## config.mk

```make
export PLATFORM = sky130hd
export DESIGN_NAME = gpio_irq_pair
export DESIGN_NICKNAME = d
export VERILOG_FILES = /design/src/rtl/gpio_irq_pkg.sv /design/src/rtl/gpio_tick_div.sv /design/src/rtl/gpio_pin_filter.sv /design/src/rtl/gpio_irq_port.sv /design/src/rtl/gpio_irq_pair.sv
export SDC_FILE = /design/constraint.sdc
export NUM_CORES = 1
export LEC_CHECK = 0
export BUFFER_PORTS_ARGS = -buffer_cell sky130_fd_sc_hd__buf_2
export CAP_MARGIN = 10
export CORE_UTILIZATION = 60
export DETAILED_ROUTE_END_ITERATION = 6
export PLACE_DENSITY_LB_ADDON = 0.12
export SLEW_MARGIN = 25
export SYNTH_ARGS = -nofsm -noshare
export SYNTH_HDL_FRONTEND = slang
export SYNTH_HIERARCHICAL = 1
export SYNTH_SLANG_ARGS = --single-unit
```

## constraint.sdc

```tcl
create_clock -name clk -period 3.9 [get_ports clk]
set_input_delay 0.78 -clock clk [delete_from_list [all_inputs] [get_ports clk]]
set_output_delay 0.78 -clock clk [all_outputs]
set_load 0.01 [all_outputs]
```

## src/rtl/gpio_irq_pkg.sv

```systemverilog
package gpio_irq_pkg;
  localparam int BYTE_W = 8;
  localparam int ADDR_W = 8;
  localparam int NPORT  = 2;

  typedef struct packed {
    logic [ADDR_W-1:0] data;
    logic [ADDR_W-1:0] dir;
    logic [ADDR_W-1:0] mode;
    logic [ADDR_W-1:0] sense;
    logic [ADDR_W-1:0] ack;
    logic [ADDR_W-1:0] en;
    logic [ADDR_W-1:0] sts;
    logic [ADDR_W-1:0] db;
  } reg_map_t;

  localparam reg_map_t MAP_A = '{data: 8'h00, dir: 8'h10, mode: 8'h90, sense: 8'h94,
                                 ack: 8'h98, en: 8'h9C, sts: 8'hA0, db: 8'hA8};
  localparam reg_map_t MAP_B = '{data: 8'h04, dir: 8'h14, mode: 8'hAC, sense: 8'hB0,
                                 ack: 8'hB4, en: 8'hB8, sts: 8'hBC, db: 8'hC4};

  typedef struct packed {
    logic data;
    logic dir;
    logic mode;
    logic sense;
    logic ack;
    logic en;
    logic db;
  } reg_wr_t;

  function automatic reg_map_t map_of(input int p);
    return (p == 0) ? MAP_A : MAP_B;
  endfunction
endpackage

```

## src/rtl/gpio_tick_div.sv

```systemverilog
module gpio_tick_div #(
  parameter int DIV = 250
) (
  input  logic clk,
  input  logic rst,
  output logic tick
);
  localparam int CW = (DIV > 1) ? $clog2(DIV) : 1;
  logic [CW-1:0] cnt;

  always_ff @(posedge clk) begin
    if (rst) begin
      cnt  <= '0;
      tick <= 1'b0;
    end else if (cnt == CW'(DIV - 1)) begin
      cnt  <= '0;
      tick <= 1'b1;
    end else begin
      cnt  <= cnt + 1'b1;
      tick <= 1'b0;
    end
  end
endmodule

```

## src/rtl/gpio_pin_filter.sv

```systemverilog
module gpio_pin_filter #(
  parameter int W        = 8,
  parameter int DB_COUNT = 4
) (
  input  logic         clk,
  input  logic         rst,
  input  logic         tick,
  input  logic [W-1:0] raw,
  input  logic [W-1:0] db_en,
  output logic [W-1:0] sync,
  output logic [W-1:0] filt
);
  localparam int DCW = $clog2(DB_COUNT + 1);
  logic [W-1:0] s1;

  always_ff @(posedge clk) begin
    if (rst) begin
      s1   <= '0;
      sync <= '0;
    end else begin
      s1   <= raw;
      sync <= s1;
    end
  end

  for (genvar i = 0; i < W; i++) begin : g_pin
    logic           held;
    logic [DCW-1:0] cnt;

    always_ff @(posedge clk) begin
      if (rst) begin
        held <= 1'b0;
        cnt  <= '0;
      end else if (!db_en[i]) begin
        held <= sync[i];
        cnt  <= '0;
      end else if (tick) begin
        if (sync[i] == held) begin
          cnt <= '0;
        end else if (cnt == DCW'(DB_COUNT - 1)) begin
          held <= sync[i];
          cnt  <= '0;
        end else begin
          cnt <= cnt + 1'b1;
        end
      end
    end

    assign filt[i] = db_en[i] ? held : sync[i];
  end
endmodule

```

## src/rtl/gpio_irq_port.sv

```systemverilog
module gpio_irq_port
  import gpio_irq_pkg::*;
#(
  parameter int W        = BYTE_W,
  parameter int DB_COUNT = 4
) (
  input  logic         clk,
  input  logic         rst,
  input  logic         tick,
  input  logic [W-1:0] pin_in,
  input  reg_wr_t      wr,
  input  logic [W-1:0] wdata,
  output logic [W-1:0] data_q,
  output logic [W-1:0] dir_q,
  output logic [W-1:0] mode_q,
  output logic [W-1:0] sense_q,
  output logic [W-1:0] en_q,
  output logic [W-1:0] db_q,
  output logic [W-1:0] pin_rd,
  output logic [W-1:0] status,
  output logic [W-1:0] pend
);
  logic [W-1:0] sync, filt, prev;
  logic [W-1:0] en_nxt, mode_nxt, ack_mask, rise, fall, hit, lvl;

  always_ff @(posedge clk) begin
    if (rst) begin
      data_q  <= '0;
      dir_q   <= '0;
      mode_q  <= '0;
      sense_q <= '0;
      en_q    <= '0;
      db_q    <= '0;
    end else begin
      if (wr.data)  data_q  <= wdata;
      if (wr.dir)   dir_q   <= wdata;
      if (wr.mode)  mode_q  <= wdata;
      if (wr.sense) sense_q <= wdata;
      if (wr.en)    en_q    <= wdata;
      if (wr.db)    db_q    <= wdata;
    end
  end

  gpio_pin_filter #(.W(W), .DB_COUNT(DB_COUNT)) u_filt (
    .clk  (clk),
    .rst  (rst),
    .tick (tick),
    .raw  (pin_in),
    .db_en(db_q),
    .sync (sync),
    .filt (filt)
  );

  always_comb begin
    en_nxt   = wr.en   ? wdata : en_q;
    mode_nxt = wr.mode ? wdata : mode_q;
    ack_mask = wr.ack  ? wdata : '0;
    rise     = filt & ~prev;
    fall     = ~filt & prev;
    hit      = (sense_q & rise) | (~sense_q & fall);
    lvl      = ~(filt ^ sense_q);
  end

  always_ff @(posedge clk) begin
    if (rst) begin
      prev <= '0;
      pend <= '0;
    end else begin
      prev <= filt;
      pend <= ((pend & ~ack_mask) | hit) & en_nxt & mode_nxt;
    end
  end

  assign status = en_q & ((mode_q & pend) | (~mode_q & lvl));
  assign pin_rd = (data_q & dir_q) | (sync & ~dir_q);
endmodule

```

## src/rtl/gpio_irq_pair.sv

```systemverilog
module gpio_irq_pair
  import gpio_irq_pkg::*;
#(
  parameter int TICK_DIV = 250,
  parameter int DB_COUNT = 4
) (
  input  logic        clk,
  input  logic        rst,
  input  logic [7:0]  addr,
  input  logic        wr_en,
  input  logic [7:0]  wdata,
  output logic [7:0]  rdata,
  input  logic [7:0]  pin_a_in,
  input  logic [7:0]  pin_b_in,
  output logic [7:0]  pin_a_out,
  output logic [7:0]  pin_b_out,
  output logic [7:0]  pin_a_oe,
  output logic [7:0]  pin_b_oe,
  output logic        irq
);
  localparam int W = BYTE_W;

  logic                tick;
  logic [NPORT-1:0][W-1:0] pins, data_q, dir_q, mode_q, sense_q, en_q, db_q;
  logic [NPORT-1:0][W-1:0] pin_rd, status, pend;
  logic [W-1:0]        rd_nxt;
  logic [W-1:0]        stat_a, stat_b, pend_a;

  gpio_tick_div #(.DIV(TICK_DIV)) u_tick (.clk(clk), .rst(rst), .tick(tick));

  assign pins[0] = pin_a_in;
  assign pins[1] = pin_b_in;

  for (genvar p = 0; p < NPORT; p++) begin : g_port
    localparam reg_map_t M = map_of(p);
    reg_wr_t wr;

    always_comb begin
      wr.data  = wr_en && (addr == M.data);
      wr.dir   = wr_en && (addr == M.dir);
      wr.mode  = wr_en && (addr == M.mode);
      wr.sense = wr_en && (addr == M.sense);
      wr.ack   = wr_en && (addr == M.ack);
      wr.en    = wr_en && (addr == M.en);
      wr.db    = wr_en && (addr == M.db);
    end

    gpio_irq_port #(.W(W), .DB_COUNT(DB_COUNT)) u_port (
      .clk    (clk),
      .rst    (rst),
      .tick   (tick),
      .pin_in (pins[p]),
      .wr     (wr),
      .wdata  (wdata),
      .data_q (data_q[p]),
      .dir_q  (dir_q[p]),
      .mode_q (mode_q[p]),
      .sense_q(sense_q[p]),
      .en_q   (en_q[p]),
      .db_q   (db_q[p]),
      .pin_rd (pin_rd[p]),
      .status (status[p]),
      .pend   (pend[p])
    );
  end

  always_comb begin
    rd_nxt = '0;
    for (int p = 0; p < NPORT; p++) begin
      if (addr == map_of(p).data)  rd_nxt = pin_rd[p];
      if (addr == map_of(p).dir)   rd_nxt = dir_q[p];
      if (addr == map_of(p).mode)  rd_nxt = mode_q[p];
      if (addr == map_of(p).sense) rd_nxt = sense_q[p];
      if (addr == map_of(p).en)    rd_nxt = en_q[p];
      if (addr == map_of(p).sts)   rd_nxt = status[p];
      if (addr == map_of(p).db)    rd_nxt = db_q[p];
    end
  end

  always_ff @(posedge clk) begin
    if (rst) begin
      rdata <= '0;
      irq   <= 1'b0;
    end else begin
      rdata <= rd_nxt;
      irq   <= |status;
    end
  end

  assign pin_a_out = data_q[0];
  assign pin_b_out = data_q[1];
  assign pin_a_oe  = dir_q[0];
  assign pin_b_oe  = dir_q[1];
  assign stat_a    = status[0];
  assign stat_b    = status[1];
  assign pend_a    = pend[0];
endmodule

```

==> flow_summary.json, run 1 <==
{
  "status": "finished clean",
  "grt_pass1_vias": 9136,
  "initial_core_util": 0.612,
  "dp_cells": 1569,
  "syn_avg_cell_area_um2": 9.36,
  "post_cts.repair.setup_buffers": 0,
  "tritoncts": "built",
  "first_pass_iters": 5,
  "final_area_mm2": 0.0132,
  "cts_sinks": 242,
  "dp_hpwl_um": 21100,
  "hp-start": "g_port[1].u_port/u_filt/s1[5]",
  "irDropWorstVdd_uv": 338,
  "setup_viol": 0,
  "rsz0062_at_grt": "false",
  "gr-total-overflow": 0,
  "ant_nets": 0,
  "yosysUniqueCellTypes": 80,
  "viasPerCell": 5.92,
  "p_total_mw": 5.17,
  "yosysWarnings": 6,
  "gp_congestion": 0.999,
  "tns_ps": 0,
  "drv_cap": 0,
  "p_per_area_mw_per_mm2": 391,
  "path_class": "input port to flip-flop",
  "crit_path_top_delay_cell": "nor4bb_1",
  "grt_pass1_wl_um": 47800,
  "fill_cells": 1629,
  "root_buffer": "clkbuf_16",
  "synthArstFlopShare": 0,
  "fin_crit_sh": 0.690,
  "holdPathStages": 1,
  "cpPeakStageDelay_ps": 870,
  "fmax_ghz": 0.371,
  "clk_latency_ps": 530,
  "worst_pin_slew_ps": 899,
  "grt_max_degree": 78,
  "cp_num_buf_inv": 2,
  "wl_um": 29700,
  "synth_cells": 1272,
  "slew_headroom": 0.392,
  "r2r-start": "g_port[0].u_port/db_q[3]",
  "startpoint_type": "input port",
  "core_region_area_mm2": 0.0195,
  "drc": 0,
  "syn_to_final_growth_pct": 11.2,
  "period_minus_slack_ps": 2690,
  "fp.dieW_um": 143,
  "antenna_found_initial": 1,
  "ios": 76,
  "drive_above_1_share": 0.171,
  "endpoint_kind": "flip-flop",
  "h-tree-depth": 1,
  "total_leakage_power_nw": 5.11,
  "rows": 51,
  "die_h_um": 143,
  "hold_path_class": "flip-flop to flip-flop",
  "synth_edf_count": 0,
  "ys_ff_latch": 242,
  "path_clk_slew_ps": 60,
  "hold-worst-slack_ps": 436,
  "wl_per_cell_um": 18.4,
  "syn_area_mm2": 0.0119,
  "grt.total_usage": 0.297,
  "nets": 1384,
  "port-buffer-count": 75,
  "hold_violations": 0,
  "dieArea_mm2": 0.0204,
  "r2r_setup_slack_ps": 1440,
  "clk_path_buf_depth": 3,
  "cp_cell_sequence": "buf_2 > nor4bb_1 > nand2_1 > nor2_1 > buf_4 > mux2_1 > nor2b_1",
  "reg2regPathDepth": 9,
  "cp_max_fo": 32,
  "synth-seq-area-share": 0.407,
  "hold_buffers": 0,
  "num_vias": 9562,
  "clock_skew_ps": 10.1,
  "crit_start": "addr[4]",
  "worstReg2RegEnd": "rdata[3]",
  "critPathArrivalTime_ps": 3080,
  "drt_iter0_drc": 725,
  "hold_path_end": "g_port[1].u_port/u_filt/sync[5]",
  "synth_nets": 1325,
  "placed_area_mm2": 0.0124,
  "maxSlewViolCount": 0,
  "cts_resized": 0,
  "synthFlopType": "dfxtp_1",
  "cts_made_buffers": 25,
  "crit_required_ps": 4290,
  "layout.cells.non_filler": 1616,
  "cp_top_family": "simple AND/OR/NAND/NOR gates"
}
## where the power goes
part | internal (mW) | switching, mW | total [mW]
registers | 2.50 | 0.0241 | 2.53
logic | 0.0991 | 0.171 | 0.270
clock network | 1.41 | 0.958 | 2.37
## placed cells by master, fill, tap and decap left out, types with 10 or more instances in the layout
cell / count
nand2_1: 62
nand3b_1: 45
and2_1: 16
nand3_1: 23
o22ai_1: 13
nor3b_1: 17
o21ai_1: 19
buf_2: 74
a21oi_1: 45
xor2_1: 27
o311a_1: 10
clkbuf_16: 25
buf_4: 27
nor2_1: 127
inv_1: 20
dfxtp_1: 241
nor3_1: 15
mux2_2: 39
a21boi_0: 16
ha_1: 18
mux2i_1: 100
nand2b_1: 56
nor2_2: 10
nor2b_1: 66
o21ai_0: 38
a41o_1: 16
## layout make-up
| class | count | area (µm²) | area share |
|---|---|---|---|
| diodes | 1 | 2.50 | 0.000189 |
| clock buffers | 38 | 764 | 0.0578 |
| clock inverters | 8 | 68.8 | 0.00520 |
| inverters | 22 | 85.1 | 0.00643 |
| multi-input cells | 937 | 6540 | 0.494 |
| flip-flops and latches | 242 | 4850 | 0.366 |
| well taps | 265 | 332 | 0.0250 |
| repair buffers | 103 | 604 | 0.0457 |
## worst register-to-register path: cells and delay by family (launching register included)
| family | cells | cell delay, ps |
|---|---|---|
| DFF | 1 | 450 |
| xor gates and xnor gates | 1 | 150 |
| AOI/OAI and AO/OA | 4 | 770 |
| and+or+nand+nor | 2 | 420 |
| muxes | 2 | 530 |
## cells in the mapped netlist, types with 8 or more instances
library cell,n,area [µm²]
a21boi_0,16,120
a21oi_1,45,225
a41o_1,16,160
and2_1,16,100
and3_1,8,50.1
buf_2,31,155
buf_4,11,82.6
buf_6,10,113
clkbuf_1,16,60.1
dfxtp_1,242,4840
ha_1,18,225
inv_1,20,75.1
mux2_1,8,90.1
mux2_2,39,439
mux2i_1,100,1000
nand2_1,62,233
nand2b_1,56,350
nand3_1,23,115
nand3b_1,45,338
nand4b_1,8,70.1
nor2_1,127,477
nor2_2,10,62.6
nor2b_1,66,413
nor3_1,15,75.1
nor3b_1,17,128
o21ai_0,38,190
o21ai_1,19,95.1
o22ai_1,13,81.3
o311a_1,10,100
or3_1,9,56.3
xnor2_1,8,70.1
xor2_1,27,236
## per-stage QoR
step                      setup WS, ps  utilization
after floorplan                   1220            -
after global placement             842        0.637
after detailed placement           776        0.637
after CTS                         1320        0.680
after global routing              1120        0.680
final                             1210        0.680
## state kept, by name, indices dropped and copies added (netlist names)
name and cells:
g_port.u_port/u_filt/g_pin.held 16, g_port.u_port/dir_q 16, rdata 8, g_port.u_port/en_q 16, g_port.u_port/sense_q 16, u_tick/cnt 8
g_port.u_port/db_q 16, g_port.u_port/mode_q 16, u_tick/tick 1, g_port.u_port/data_q 16, g_port.u_port/u_filt/sync 16, g_port.u_port/pend 16
g_port.u_port/u_filt/g_pin.cnt 48, g_port.u_port/prev 16, irq 1, g_port.u_port/u_filt/s1 16
## worst max-delay path by stage
stage	to	slack, ps	cells past startpoint
global placement	g_port[1].u_port/db_q[6]	840	7
global route	g_port[1].u_port/db_q[4]	1120	7
floorplan	g_port[1].u_port/pend[0]	1220	6
detailed placement	g_port[1].u_port/mode_q[2]	780	7
CTS	g_port[1].u_port/mode_q[2]	1320	7
finish	g_port[1].u_port/mode_q[2]	1210	7
## metal layers
metal  vias to the layer above  track usage  share of wire
li1                       4647            -              -
met1                      4517        0.400           0.44
met2                       320        0.472           0.45
met3                        78       0.0459          0.067
met4                         0        0.125          0.035
met5                         -            0              0
## kinds of logic (layout without fill, tap and decap cells)
family                   count (synthesis)  count (layout)  synth area share
adder cells (fa/ha/maj)                 18              18            0.0189
AO/OA/AOI/OAI                          231             231             0.136
XOR/XNOR                                35              35            0.0257
multiplexers                           147             147             0.128
AND/OR/NAND/NOR                        506             506             0.240
other                                    0               1                 0
buffers and inverters                   93             171            0.0444
flip-flops                             242             242             0.407
(Power assumes the default switching activity.)
==> run 2, diff against run 1 <==
- CORE_UTILIZATION: 60 -> 55
- clock period: 3.9 -> 2.25 ns (I/O delays scaled with it)
==> flow_summary.json, run 2 (synthesized netlist as in run 1, its figures left out) <==
{
  "setup_viol": 0,
  "multiInputGateArea_mm2": 0.00656,
  "largest_reg_flops": 48,
  "root_buffer": "clkbuf_16",
  "layout_common_cells": "dfxtp_1 (241), nor2_1 (127), mux2i_1 (100)",
  "initial_core_util": 0.563,
  "ant_nets": 0,
  "critPathArrivalTime_ps": 2600,
  "r2r_setup_slack_ps": 90,
  "grt_pass1_vias": 9173,
  "antenna_found_initial": 0,
  "fill_cells": 1810,
  "hold-worst-slack_ps": 119,
  "period_minus_slack_ps": 2160,
  "crit_path_end": "rdata[5]",
  "crit_start": "g_port[0].u_port/db_q[5]",
  "post_cts.repair.setup_buffers": 0,
  "crit_path_top_delay_cell": "mux2_2",
  "fp.dieW_um": 149,
  "path_clk_slew_ps": 60,
  "grt_pass1_wl_um": 48300,
  "cpMostUsedCell": "o21ai_0",
  "cp_max_fo": 4,
  "rsz0062_at_grt": "false",
  "dp_hpwl_um": 22000,
  "gr-total-overflow": 0,
  "cts_sinks": 242,
  "num_vias": 9737,
  "startpoint_type": "flip-flop",
  "clk_path_buf_depth": 3,
  "hold_violations": 0,
  "syn_to_final_growth_pct": 17.2,
  "drt_iter0_drc": 641,
  "cpPeakStageDelay_ps": 380,
  "cts_made_buffers": 27,
  "r2r-start": "g_port[0].u_port/db_q[5]",
  "max_flop_register": "g_port.u_port/u_filt/g_pin.cnt",
  "nets": 1455,
  "tns_ps": 0,
  "worst_pin_slew_ps": 497,
  "endpoint_kind": "flip-flop",
  "pre_cts_slack_ps": -44.7,
  "drive_above_1_share": 0.216,
  "mostFrequentLayoutCell": "dfxtp_1",
  "irDropWorstVdd_uv": 585,
  "wl_per_cell_um": 18.1,
  "first_pass_iters": 5,
  "gp_congestion": 0.940,
  "h-tree-depth": 1,
  "drc": 0,
  "rows": 53,
  "fmax_ghz": 0.463,
  "drv_cap": 0,
  "p_per_area_mw_per_mm2": 673,
  "clock_skew_ps": 11.2,
  "seq_area_mm2": 0.00485,
  "cp_num_buf_inv": 0,
  "hold_buffers": 0,
  "cp_top_family": "compound AO/OA/AOI/OAI gates",
  "hold_path_class": "input port to flip-flop",
  "crit_cells": 9,
  "clk_latency_ps": 540,
  "grt_max_degree": 94,
  "die_h_um": 149,
  "ios": 76,
  "crit_required_ps": 2690,
  "worstReg2RegEnd": "rdata[5]",
  "slew_headroom": 0.665,
  "dp_cells": 1648,
  "grt.total_usage": 0.275,
  "fin_crit_sh": 0.959,
  "total_leakage_power_nw": 5.50,
  "tritoncts": "built",
  "reg2regPathDepth": 9,
  "port-buffer-count": 75,
  "diodes": 0,
  "postLayoutSetupSlackWorst_ps": 91.3,
  "maxSlewViolCount": 0,
  "final_area_mm2": 0.0140,
  "status": "finished clean",
  "dieArea_mm2": 0.0222,
  "cp_cell_sequence": "mux2_2 > xor2_1 > o21ai_0 > and2_1 > mux2i_1 > o21ai_0 > nand3_1 > a32o_1 > a21oi_1",
  "core_region_area_mm2": 0.0212,
  "layout.cells.non_filler": 1698,
  "cts_resized": 0,
  "placed_area_mm2": 0.0130,
  "wl_um": 30700,
  "path_class": "flip-flop to flip-flop",
  "viasPerCell": 5.73
}
==> run 2: changes by cell type in the layout (fill, tap and decap cells not counted), moves of 2 or more <==
cell,before,now
buf_4,27,90
buf_12,1,7
clkinv_2,6,2
clkinv_4,0,3
clkbuf_16,25,27
clkbuf_8,9,7
clkinvlp_4,0,2
==> run 2: metrics by stage <==
step	total power [mW]	utilization
global route	9.72	0.660
global placement	4.99	0.615
floorplan	4.78	-
detailed placement	4.99	0.615
CTS	9.48	0.659
finish	9.40	0.660
==> run 2: worst min-delay path by stage <==
stage | start | end | slack, ps | cells after the start
5_1_grt | pin_a_in[7] | g_port[0].u_port/u_filt/s1[7] | 120 | 2
4_1_cts | pin_b_in[7] | g_port[1].u_port/u_filt/s1[7] | 100 | 2
3_5_place_dp | g_port[1].u_port/u_filt/s1[5] | g_port[1].u_port/u_filt/sync[5] | 420 | 1
3_3_place_gp | g_port[1].u_port/u_filt/s1[1] | g_port[1].u_port/u_filt/sync[1] | 420 | 1
6_report | pin_a_in[5] | g_port[0].u_port/u_filt/s1[5] | 120 | 2
2_1_floorplan | g_port[0].u_port/u_filt/s1[0] | g_port[0].u_port/u_filt/sync[0] | 410 | 1
==> run 2: final cells by class <==
| cell class | instances | area share |
|---|---|---|
| timing repair buffer | 172 | 0.0858 |
| sequential | 242 | 0.347 |
| tap | 275 | 0.0247 |
| multi-input combinational | 937 | 0.470 |
| inverter | 22 | 0.00610 |
| clock buffer | 39 | 0.0567 |
| clock inverter | 11 | 0.00924 |
==> run 2: power by group <==
part           internal [mW]  total [mW]  switching [mW]
combinational          0.216       0.529           0.313
sequential              4.34        4.38          0.0413
clock                   2.68        4.49            1.81
==> run 2: layer usage <==
| layer | global-route usage | share of wire |
|---|---|---|
| met1 | 0.368 | 0.47 |
| met2 | 0.450 | 0.46 |
| met3 | 0.0520 | 0.050 |
| met4 | 0.0745 | 0.026 |
| met5 | 0 | 0 |
